[src/rtl/tnco_pkg.sv]
package tnco_pkg;
  // offset word length code, selects a quarter-multiple of the word width
  typedef logic [1:0] wcode_t;

  function automatic int code_bits(input wcode_t c, input int word_w);
    return (int'(c) + 1) * (word_w / 4);
  endfunction
endpackage

[src/rtl/tnco_sync.sv]
module tnco_sync #(
  parameter int STAGES = 2
) (
  input  logic clk,
  input  logic rst_n,
  input  logic d_i,
  output logic q_o,
  output logic rise_o
);
  logic [STAGES-1:0] chain;
  logic              last_q;

  genvar g;
  generate
    for (g = 0; g < STAGES; g++) begin : g_stage
      if (g == 0) begin : g_first
        always_ff @(posedge clk or negedge rst_n)
          if (!rst_n) chain[0] <= 1'b0;
          else        chain[0] <= d_i;
      end else begin : g_next
        always_ff @(posedge clk or negedge rst_n)
          if (!rst_n) chain[g] <= 1'b0;
          else        chain[g] <= chain[g-1];
      end
    end
  endgenerate

  always_ff @(posedge clk or negedge rst_n)
    if (!rst_n) last_q <= 1'b0;
    else        last_q <= chain[STAGES-1];

  assign q_o    = chain[STAGES-1];
  assign rise_o = chain[STAGES-1] & ~last_q;
endmodule

[src/rtl/tnco_serial_rx.sv]
module tnco_serial_rx
  import tnco_pkg::*;
#(
  parameter int W = 32
) (
  input  logic         clk,
  input  logic         rst_n,
  input  logic         start_i,
  input  logic         bit_i,
  input  wcode_t       wcode_i,
  output logic [W-1:0] off_o
);
  localparam int CW = $clog2(W + 1);

  logic [W-1:0]  sh_q;
  logic [W-1:0]  sh_n;
  logic [CW-1:0] cnt_q;
  logic [CW-1:0] len_q;
  logic          busy_q;

  assign sh_n = {sh_q[W-2:0], bit_i};

  always_ff @(posedge clk or negedge rst_n) begin
    if (!rst_n) begin
      sh_q   <= '0;
      cnt_q  <= '0;
      len_q  <= '0;
      busy_q <= 1'b0;
      off_o  <= '0;
    end else if (start_i) begin
      // first (MSB) bit arrives with the framing edge; length latched here
      sh_q   <= {{(W-1){1'b0}}, bit_i};
      cnt_q  <= CW'(1);
      len_q  <= CW'(code_bits(wcode_i, W));
      busy_q <= 1'b1;
    end else if (busy_q) begin
      sh_q <= sh_n;
      if (cnt_q + CW'(1) == len_q) begin
        off_o  <= sh_n << (W - int'(len_q));
        busy_q <= 1'b0;
      end else begin
        cnt_q <= cnt_q + CW'(1);
      end
    end
  end
endmodule

[src/rtl/tnco_accum.sv]
module tnco_accum #(
  parameter int W = 32
) (
  input  logic         clk,
  input  logic         rst_n,
  input  logic         clear_i,
  input  logic         restart_i,
  input  logic [W-1:0] freq_i,
  input  logic [W-1:0] off_i,
  input  logic         off_en_i,
  output logic [W-1:0] acc_o,
  output logic         carry_o
);
  logic [W+1:0] sum;

  always_comb begin
    sum = {2'b00, acc_o} + {2'b00, freq_i};
    if (off_en_i) sum = sum + {2'b00, off_i};
  end

  always_ff @(posedge clk or negedge rst_n) begin
    if (!rst_n) begin
      acc_o   <= '0;
      carry_o <= 1'b0;
    end else if (clear_i || restart_i) begin
      acc_o   <= '0;
      carry_o <= 1'b0;
    end else begin
      acc_o   <= sum[W-1:0];
      carry_o <= |sum[W+1:W];
    end
  end
endmodule

[src/rtl/timing_nco_top.sv]
module timing_nco_top
  import tnco_pkg::*;
#(
  parameter int ACC_W       = 32,
  parameter int PO_W        = 8,
  parameter int SYNC_STAGES = 2
) (
  input  logic             clk,
  input  logic             rst_n,
  input  logic             ctl_clear,
  input  logic             ctl_offset_en,
  input  logic             ctl_load_on_update,
  input  logic             ctl_ext_sync_en,
  input  logic [1:0]       ctl_width,
  input  logic             freq_wr,
  input  logic [ACC_W-1:0] freq_wdata,
  input  logic             freq_upd,
  input  logic             phase_wr,
  input  logic [PO_W-1:0]  phase_wdata,
  input  logic             phase_upd,
  input  logic             ser_sync,
  input  logic             ser_data,
  input  logic             ext_sync,
  output logic [ACC_W-1:0] acc_phase,
  output logic             timing_strobe,
  output logic [PO_W-1:0]  filt_phase
);
  logic [ACC_W-1:0] cf_pend, cf_act;
  logic [PO_W-1:0]  po_pend, po_act;
  logic [ACC_W-1:0] off_word;
  logic             fr_rise, fr_lvl;
  logic             ext_rise, ext_lvl;
  logic             sd_rise, sd_lvl;
  logic             restart;

  always_ff @(posedge clk or negedge rst_n) begin
    if (!rst_n) begin
      cf_pend <= '0;
      cf_act  <= '0;
      po_pend <= '0;
      po_act  <= '0;
    end else begin
      if (freq_wr)   cf_pend <= freq_wdata;
      if (freq_upd)  cf_act  <= cf_pend;
      if (phase_wr)  po_pend <= phase_wdata;
      if (phase_upd) po_act  <= po_pend;
    end
  end

  tnco_sync #(.STAGES(SYNC_STAGES)) u_sync_frame (
    .clk(clk), .rst_n(rst_n), .d_i(ser_sync), .q_o(fr_lvl), .rise_o(fr_rise)
  );
  tnco_sync #(.STAGES(SYNC_STAGES)) u_sync_data (
    .clk(clk), .rst_n(rst_n), .d_i(ser_data), .q_o(sd_lvl), .rise_o(sd_rise)
  );
  tnco_sync #(.STAGES(SYNC_STAGES)) u_sync_ext (
    .clk(clk), .rst_n(rst_n), .d_i(ext_sync), .q_o(ext_lvl), .rise_o(ext_rise)
  );

  tnco_serial_rx #(.W(ACC_W)) u_rx (
    .clk(clk), .rst_n(rst_n), .start_i(fr_rise), .bit_i(sd_lvl),
    .wcode_i(wcode_t'(ctl_width)), .off_o(off_word)
  );

  // restart sources below clear; external sync outranks load-on-update
  assign restart = (ctl_ext_sync_en && ext_rise) ||
                   (freq_upd && ctl_load_on_update);

  tnco_accum #(.W(ACC_W)) u_acc (
    .clk(clk), .rst_n(rst_n), .clear_i(ctl_clear), .restart_i(restart),
    .freq_i(cf_act), .off_i(off_word), .off_en_i(ctl_offset_en),
    .acc_o(acc_phase), .carry_o(timing_strobe)
  );

  assign filt_phase = acc_phase[ACC_W-1 -: PO_W] + po_act;

  // level outputs of some synchronizers are not needed downstream
  logic unused_ok;
  assign unused_ok = fr_lvl ^ sd_rise ^ ext_lvl;
endmodule

[config.mk]
export PLATFORM = sky130hd
export DESIGN_NAME = timing_nco_top
export DESIGN_NICKNAME = d
export VERILOG_FILES = /design/src/rtl/tnco_pkg.sv /design/src/rtl/tnco_sync.sv /design/src/rtl/tnco_serial_rx.sv /design/src/rtl/tnco_accum.sv /design/src/rtl/timing_nco_top.sv
export SDC_FILE = /design/constraint.sdc
export NUM_CORES = 1
export LEC_CHECK = 0
export BUFFER_PORTS_ARGS = -buffer_cell sky130_fd_sc_hd__clkbuf_2
export CAP_MARGIN = 25
export CORE_MARGIN = 5
export CORE_UTILIZATION = 40
export CTS_BUF_LIST = sky130_fd_sc_hd__clkbuf_8
export CTS_CLUSTER_DIAMETER = 120
export CTS_CLUSTER_SIZE = 40
export DETAILED_ROUTE_END_ITERATION = 16
export MAX_ROUTING_LAYER = met4
export PLACE_DENSITY = 0.69
export SETUP_SLACK_MARGIN = 0.5
export SKIP_LAST_GASP = 1
export SLEW_MARGIN = 10
export SYNTH_ARGS = -nofsm -noshare
export SYNTH_HDL_FRONTEND = slang
export SYNTH_SLANG_ARGS = --single-unit
[constraint.sdc]
create_clock -name clk -period 9.69 [get_ports clk]
set_input_delay 0.969 -clock clk [delete_from_list [all_inputs] [get_ports clk]]
set_output_delay 0.969 -clock clk [all_outputs]
set_load 0.02 [all_outputs]
==> run metrics, run 1 <==
Max Slew Vio Count=0; crit path kind=flip-flop to flip-flop; critical path startpoint category=flip-flop; slowest stage delay, CP=410 ps; initial core utilization=40.41%; GRT met2 Usage=24.94%; cell area after synthesis=11,600 sq um; Setup Fix Bufs, Post-CTS=0; # nets final=1,358; CP delay by family, top=compound AO/OA/AOI/OAI gates; worst-case register-to-register setup slack=5180 ps; area leader, netlist=dfrtp_1; cts-stage hold buffer count=0; CTS buffer count=17; Avg Inst Size Synth=10.09 sq um; CP Max Fanout=7; fmax=221.6 MHz; post_cts resized=0; I/O Buffers=95; M1 GR Usage=24.05%; Req. time, crit path=10,110 ps; busiest grt layer=met2; iteration-0 DRC count of the detailed router=620; CP dominant cell by count=a21o_1; hold violation total from the final report=0; total of max-cap violations=0; Area Growth Syn to Fin=11.38%; crit path from=u_acc.acc_o[0]$_DFF_PN0_; final setup TNS=0 ps; post-synthesis sequential area ratio=41.86%; # IOs=96; sequential share of power=30.0%; via/cell ratio=5.426; antenna cells=0; Worst path slowest cell=fa_1; Int Pwr=1.990 mW; row cnt=62; met3 usage in global routing=2.826%; CTS H-Tree Depth=4; number of synthesized register bits=194; Clk pwr share=15.7%; clk root buf=clkbuf_8; Die Ht=180.3 um; minimum clock period=4513 ps; maximum vdd drop=105.2 uV; drt pass-1 iters=5; clock latency on the worst-skew pair=480 ps; vias in the first global route=8,541; post-synthesis async set-or-reset flop share=100.0%; Vias=8,801; Bufs on Longest Clock Path=2; # DRC=0; Pleak=6.145 nW; crit end category=flip-flop; total power=3.639 mW; Yosys cell types=73; CTS sink cnt=194; total track usage=16.69%; Worst Hold Class=input pin to asynchronous set/reset pin; pwr/cell area=281.7 nW/um^2; reg-to-reg critical path endpoint=u_acc.acc_o[31]$_DFF_PN0_; Worst EP arrival=4940 ps; Worst Max-Slew Pin Slew=908.2 ps; worst-path cell chain=ha_1 > inv_1 > fa_1 > nor2b_1 > o211ai_1 > a31oi_4 > a21o_1 > a21oi_1 > xnor2_1 > ha_1 > a21o_1 > a31o_2 > a2111oi_4 > nor2_1 > a31oi_2 > o211ai_1 > a21o_1 > nand3_1; DRT Wirelength=26.56 mm; EDFF count, synth=0; Setup Skew=22.12 ps; number of routed nets with antenna violations=0; number of fill cells=2,746; die area=32,500 sq um; total grt overflow=0; CTS tree=done; dpl hpwl=19.87 mm; Comb pwr share=54.3%; top-count cell post-synth=dfrtp_1; Final setup viols=0; Sw Share=45.30%; dpl cells=1,587; first-pass GRT wire length=44.49 mm; top cells by count, synth=dfrtp_1 (194), nand2_1 (113), mux2_2 (87), nor2_1 (86), ha_1 (75); post-synth net total=1,282; share of cells above drive strength 1=20.11%; synthesis warning total=0; Post-Synthesis Cells=1,149; Synth Flop Type=dfrtp_1; worst r2r src=u_acc.acc_o[0]$_DFF_PN0_; Max-slew headroom=39.32%; hold slack final=318.0 ps; initial antenna violation count=0; RePlAce Congestion=0.9068; Finished Layout Cells=1,622; pin count of the biggest net entering global routing=115; unrepaired setup endpoints after global routing=false; Worst Path Buf+Inv=1; Synth area leaders=dfrtp_1 (42%), mux2_2 (8.4%), ha_1 (8.1%), mux2i_1 (4.4%), nand2_1 (3.7%); Yosys top cell area share=41.86%; Tcrit/Tclk final=46.58%; CTS clock-pin slew for the worst setup and hold paths=110 ps; average wire per standard cell=16.38 um; Worst Reg-to-Reg Cells=18; core area=28,700 sq um; status=finished clean; Die W=180.3 um; Switching Power=1.649 mW
[sequential cells by signal, indices dropped and copies added (netlist names), 3 cells and up]
| register | flops |
|---|---|
| u_rx.len_q | 3 |
| u_acc.acc_o | 32 |
| u_rx.sh_q | 31 |
| cf_pend | 32 |
| po_act | 8 |
| cf_act | 32 |
| u_rx.off_o | 32 |
| u_rx.cnt_q | 6 |
| po_pend | 8 |
[logic make-up (layout without fill, tap and decap cells)]
| family | after synthesis | after routing | synth area share (%) |
|---|---|---|---|
| AOI/OAI and AO/OA | 306 | 306 | 18.07 |
| and+or+nand+nor | 290 | 290 | 11.13 |
| DFF | 194 | 194 | 41.86 |
| muxes | 138 | 138 | 12.85 |
| buffers and inverters | 80 | 169 | 2.729 |
| adders and majority gates | 78 | 78 | 8.608 |
| xor gates and xnor gates | 63 | 63 | 4.757 |
[cell usage in the layout, fill, tap and decap left out, types with 11 or more instances in the layout]
cell type	count
a21oi_1	72
dfrtp_1	194
mux2_2	87
a21o_1	30
nand2_1	113
xnor2_1	44
inv_1	32
clkbuf_2	94
nor2_1	86
o21ai_0	72
xor2_1	19
mux2i_1	51
o21a_1	16
nor3_1	13
clkbuf_8	18
nand3_1	23
ha_1	75
a31oi_1	11
[power by group through the flow]
stage	Combinational, mW	Clock, mW	Sequential, mW
2_1_floorplan	1.47	0	1.11
3_5_place_dp	1.94	0	1.11
5_1_grt	2.18	0.617	1.11
6_report	1.98	0.572	1.09
4_1_cts	1.95	0.585	1.09
3_3_place_gp	1.93	0	1.10
[through the flow]
step	utilization [%]	setup WS, ps	cell area, sq um
after global placement	43.27	5289	12420
after global routing	45.01	4863	12920
after CTS	44.77	5229	12850
after floorplan	-	5693	11600
final	45.01	5177	12920
after detailed placement	43.27	5249	12420
[per-layer routing]
| metal | vias to the layer above | wire [um] |
|---|---|---|
| li1 | 4320 | - |
| met1 | 4265 | 13250 |
| met2 | 181 | 11910 |
| met3 | 35 | 1019 |
| met4 | 0 | 378 |
| met5 | - | 0 |
[worst max path at each step]
stage	endpoint	cells past startpoint
after floorplan	u_acc.acc_o[19]$_DFF_PN0_	19
after detailed placement	u_acc.acc_o[29]$_DFF_PN0_	18
after global routing	u_acc.acc_o[26]$_DFF_PN0_	18
final	u_acc.acc_o[31]$_DFF_PN0_	18
after global placement	u_acc.acc_o[27]$_DFF_PN0_	18
after CTS	u_acc.acc_o[29]$_DFF_PN0_	18
[final cells by class]
type	count	area (sq um)	area share [%]
flip-flops and latches	194	4855	37.58
inverters	33	123.9	0.9588
multi-input cells	875	6430	49.77
clock inverters	15	198.9	1.540
clock buffers	17	234.0	1.811
well taps	384	480.5	3.719
repair buffers	104	596.8	4.620
Power figures use the tool's default switching activity.
==> run 2: changes to the inputs <==
==> constraint.sdc (replaced) <==
create_clock -name clk -period 4.7 [get_ports clk]
set_input_delay 0.47 -clock clk [delete_from_list [all_inputs] [get_ports clk]]
set_output_delay 0.47 -clock clk [all_outputs]
set_load 0.02 [all_outputs]
==> run metrics, run 2 (same netlist as run 1, synthesis figures left out) <==
fmax=235.4 MHz; Worst Path Buf+Inv=3; hold violation total from the final report=0; die area=32,500 sq um; via/cell ratio=5.465; vias in the first global route=8,970; worst-path cell chain=ha_4 > inv_4 > fa_2 > nor2b_4 > o211ai_1 > buf_4 > a31oi_4 > a21bo_2 > a31oi_4 > xnor2_2 > ha_1 > a21o_1 > a31o_4 > a2111oi_4 > o41ai_2 > a41oi_2 > buf_4 > xor2_2 > o211ai_1; Pleak=6.370 nW; pwr/cell area=599.2 nW/um^2; CTS H-Tree Depth=4; RePlAce Congestion=0.9004; average wire per standard cell=16.98 um; area of the multi-input gates=6813 sq um; initial antenna violation count=0; drt pass-1 iters=6; clock latency on the worst-skew pair=510 ps; unrepaired setup endpoints after global routing=true; slowest stage delay, CP=420 ps; Tcrit/Tclk final=90.38%; initial core utilization=40.41%; Worst Max-Slew Pin Slew=902.6 ps; total track usage=17.45%; CTS clock-pin slew for the worst setup and hold paths=140 ps; core area=28,700 sq um; CP Max Fanout=5; crit path kind=flip-flop to flip-flop; antenna cells=0; row cnt=62; Finished Layout Cells=1,650; first-pass GRT wire length=46.31 mm; number of routed nets with antenna violations=0; dpl hpwl=20.46 mm; Worst EP arrival=4610 ps; CTS sink cnt=194; # nets final=1,386; # DRC=0; share of cells above drive strength 1=26.22%; total of max-cap violations=0; CTS buffer count=17; Max Slew Vio Count=0; Area Growth Syn to Fin=16.34%; Final setup viols=0; critical path startpoint category=flip-flop; maximum vdd drop=273.7 uV; Vias=9,018; hold slack final=4.691 ps; minimum clock period=4248 ps; # IOs=96; iteration-0 DRC count of the detailed router=641; Req. time, crit path=5060 ps; number of fill cells=2,656; Setup Skew=33.72 ps; Die W=180.3 um; Worst Hold Class=input pin to asynchronous set/reset pin; Die Ht=180.3 um; Worst path slowest cell=dfrtp_1; total grt overflow=0; Max-slew headroom=39.83%; post-route cell area=13,490 sq um; DRT Wirelength=28.01 mm; Bufs on Longest Clock Path=2; most common cell after layout, fill and taps aside=dfrtp_1; CTS tree=done; clk root buf=clkbuf_8; Post-DP Area=12,440 sq um; CP delay by family, top=compound AO/OA/AOI/OAI gates; most frequent cells in the layout=dfrtp_1 (194), nand2_1 (111), clkbuf_2 (94); I/O Buffers=95; crit end category=flip-flop; final setup TNS=0 ps; dpl cells=1,590; pin count of the biggest net entering global routing=93; cts-stage hold buffer count=0; Register Area=4855 sq um; status=finished clean
## run 2: cell types whose count changed in the layout (fill, tap and decap cells not counted), sizes merged
cell	delta
buf	+28
inv	+2
bufinv	-2
clkinv	+1
clkinvlp	-1
## run 2: cell type report
cell class	instances	share of cell area, %
flip-flops and latches	194	35.98
clock inverters	15	1.511
repair buffers	132	5.795
clock buffers	17	1.734
well taps	384	3.561
inverters	33	0.9365
multi-input cells	875	50.49
## run 2: repair_timing
item                       in CTS  in global routing
cloned                          0                  0
setup endpoints to repair      13                 19
resized for setup              15                 68
buffers inserted               17                 10
pin swaps                      14                 47
## run 2: final timing paths
check / cells after the start / endpoint / slack [ps] / startpoint
worst min-delay path: 1 / u_sync_frame.q_o$_DFF_PN0_ / 5 / rst_n
worst min register to register: 0 / u_sync_frame.q_o$_DFF_PN0_ / 360 / u_sync_frame.chain[0]$_DFF_PN0_
max in group asynchronous: 2 / cf_act[25]$_DFFE_PN0P_ / 3510 / rst_n
worst max-delay path: 19 / u_acc.acc_o[25]$_DFF_PN0_ / 450 / u_acc.acc_o[0]$_DFF_PN0_
min in group clk: 1 / u_sync_data.chain[0]$_DFF_PN0_ / 50 / ser_data
worst max register to register: 19 / u_acc.acc_o[25]$_DFF_PN0_ / 450 / u_acc.acc_o[0]$_DFF_PN0_
## run 2: metrics by stage
step,util [%],setup WS [ps],power (mW)
2_1_floorplan,-,703.2,5.319
3_3_place_gp,43.34,332.0,6.257
3_5_place_dp,43.34,304.3,6.307
4_1_cts,45.56,501.1,7.654
5_1_grt,47.01,308.5,8.653
6_report,47.01,452.1,8.086
## run 2: routing by layer
| metal | track usage (%) | part of all wire (%) | up-vias |
|---|---|---|---|
| met3 | 3.169 | 4.4 | 41 |
| met1 | 24.31 | 48 | 4381 |
| met4 | 4.991 | 2.1 | 0 |
| met2 | 26.27 | 46 | 225 |
| li1 | - | - | 4371 |
| met5 | - | 0 | - |
## run 2: where the power goes
| group | total (mW) | internal, mW | switching (mW) |
|---|---|---|---|
| logic | 4.67 | 1.96 | 2.71 |
| clock network | 1.16 | 0.422 | 0.735 |
| registers | 2.26 | 1.98 | 0.283 |
| total | 8.09 | 4.36 | 3.73 |
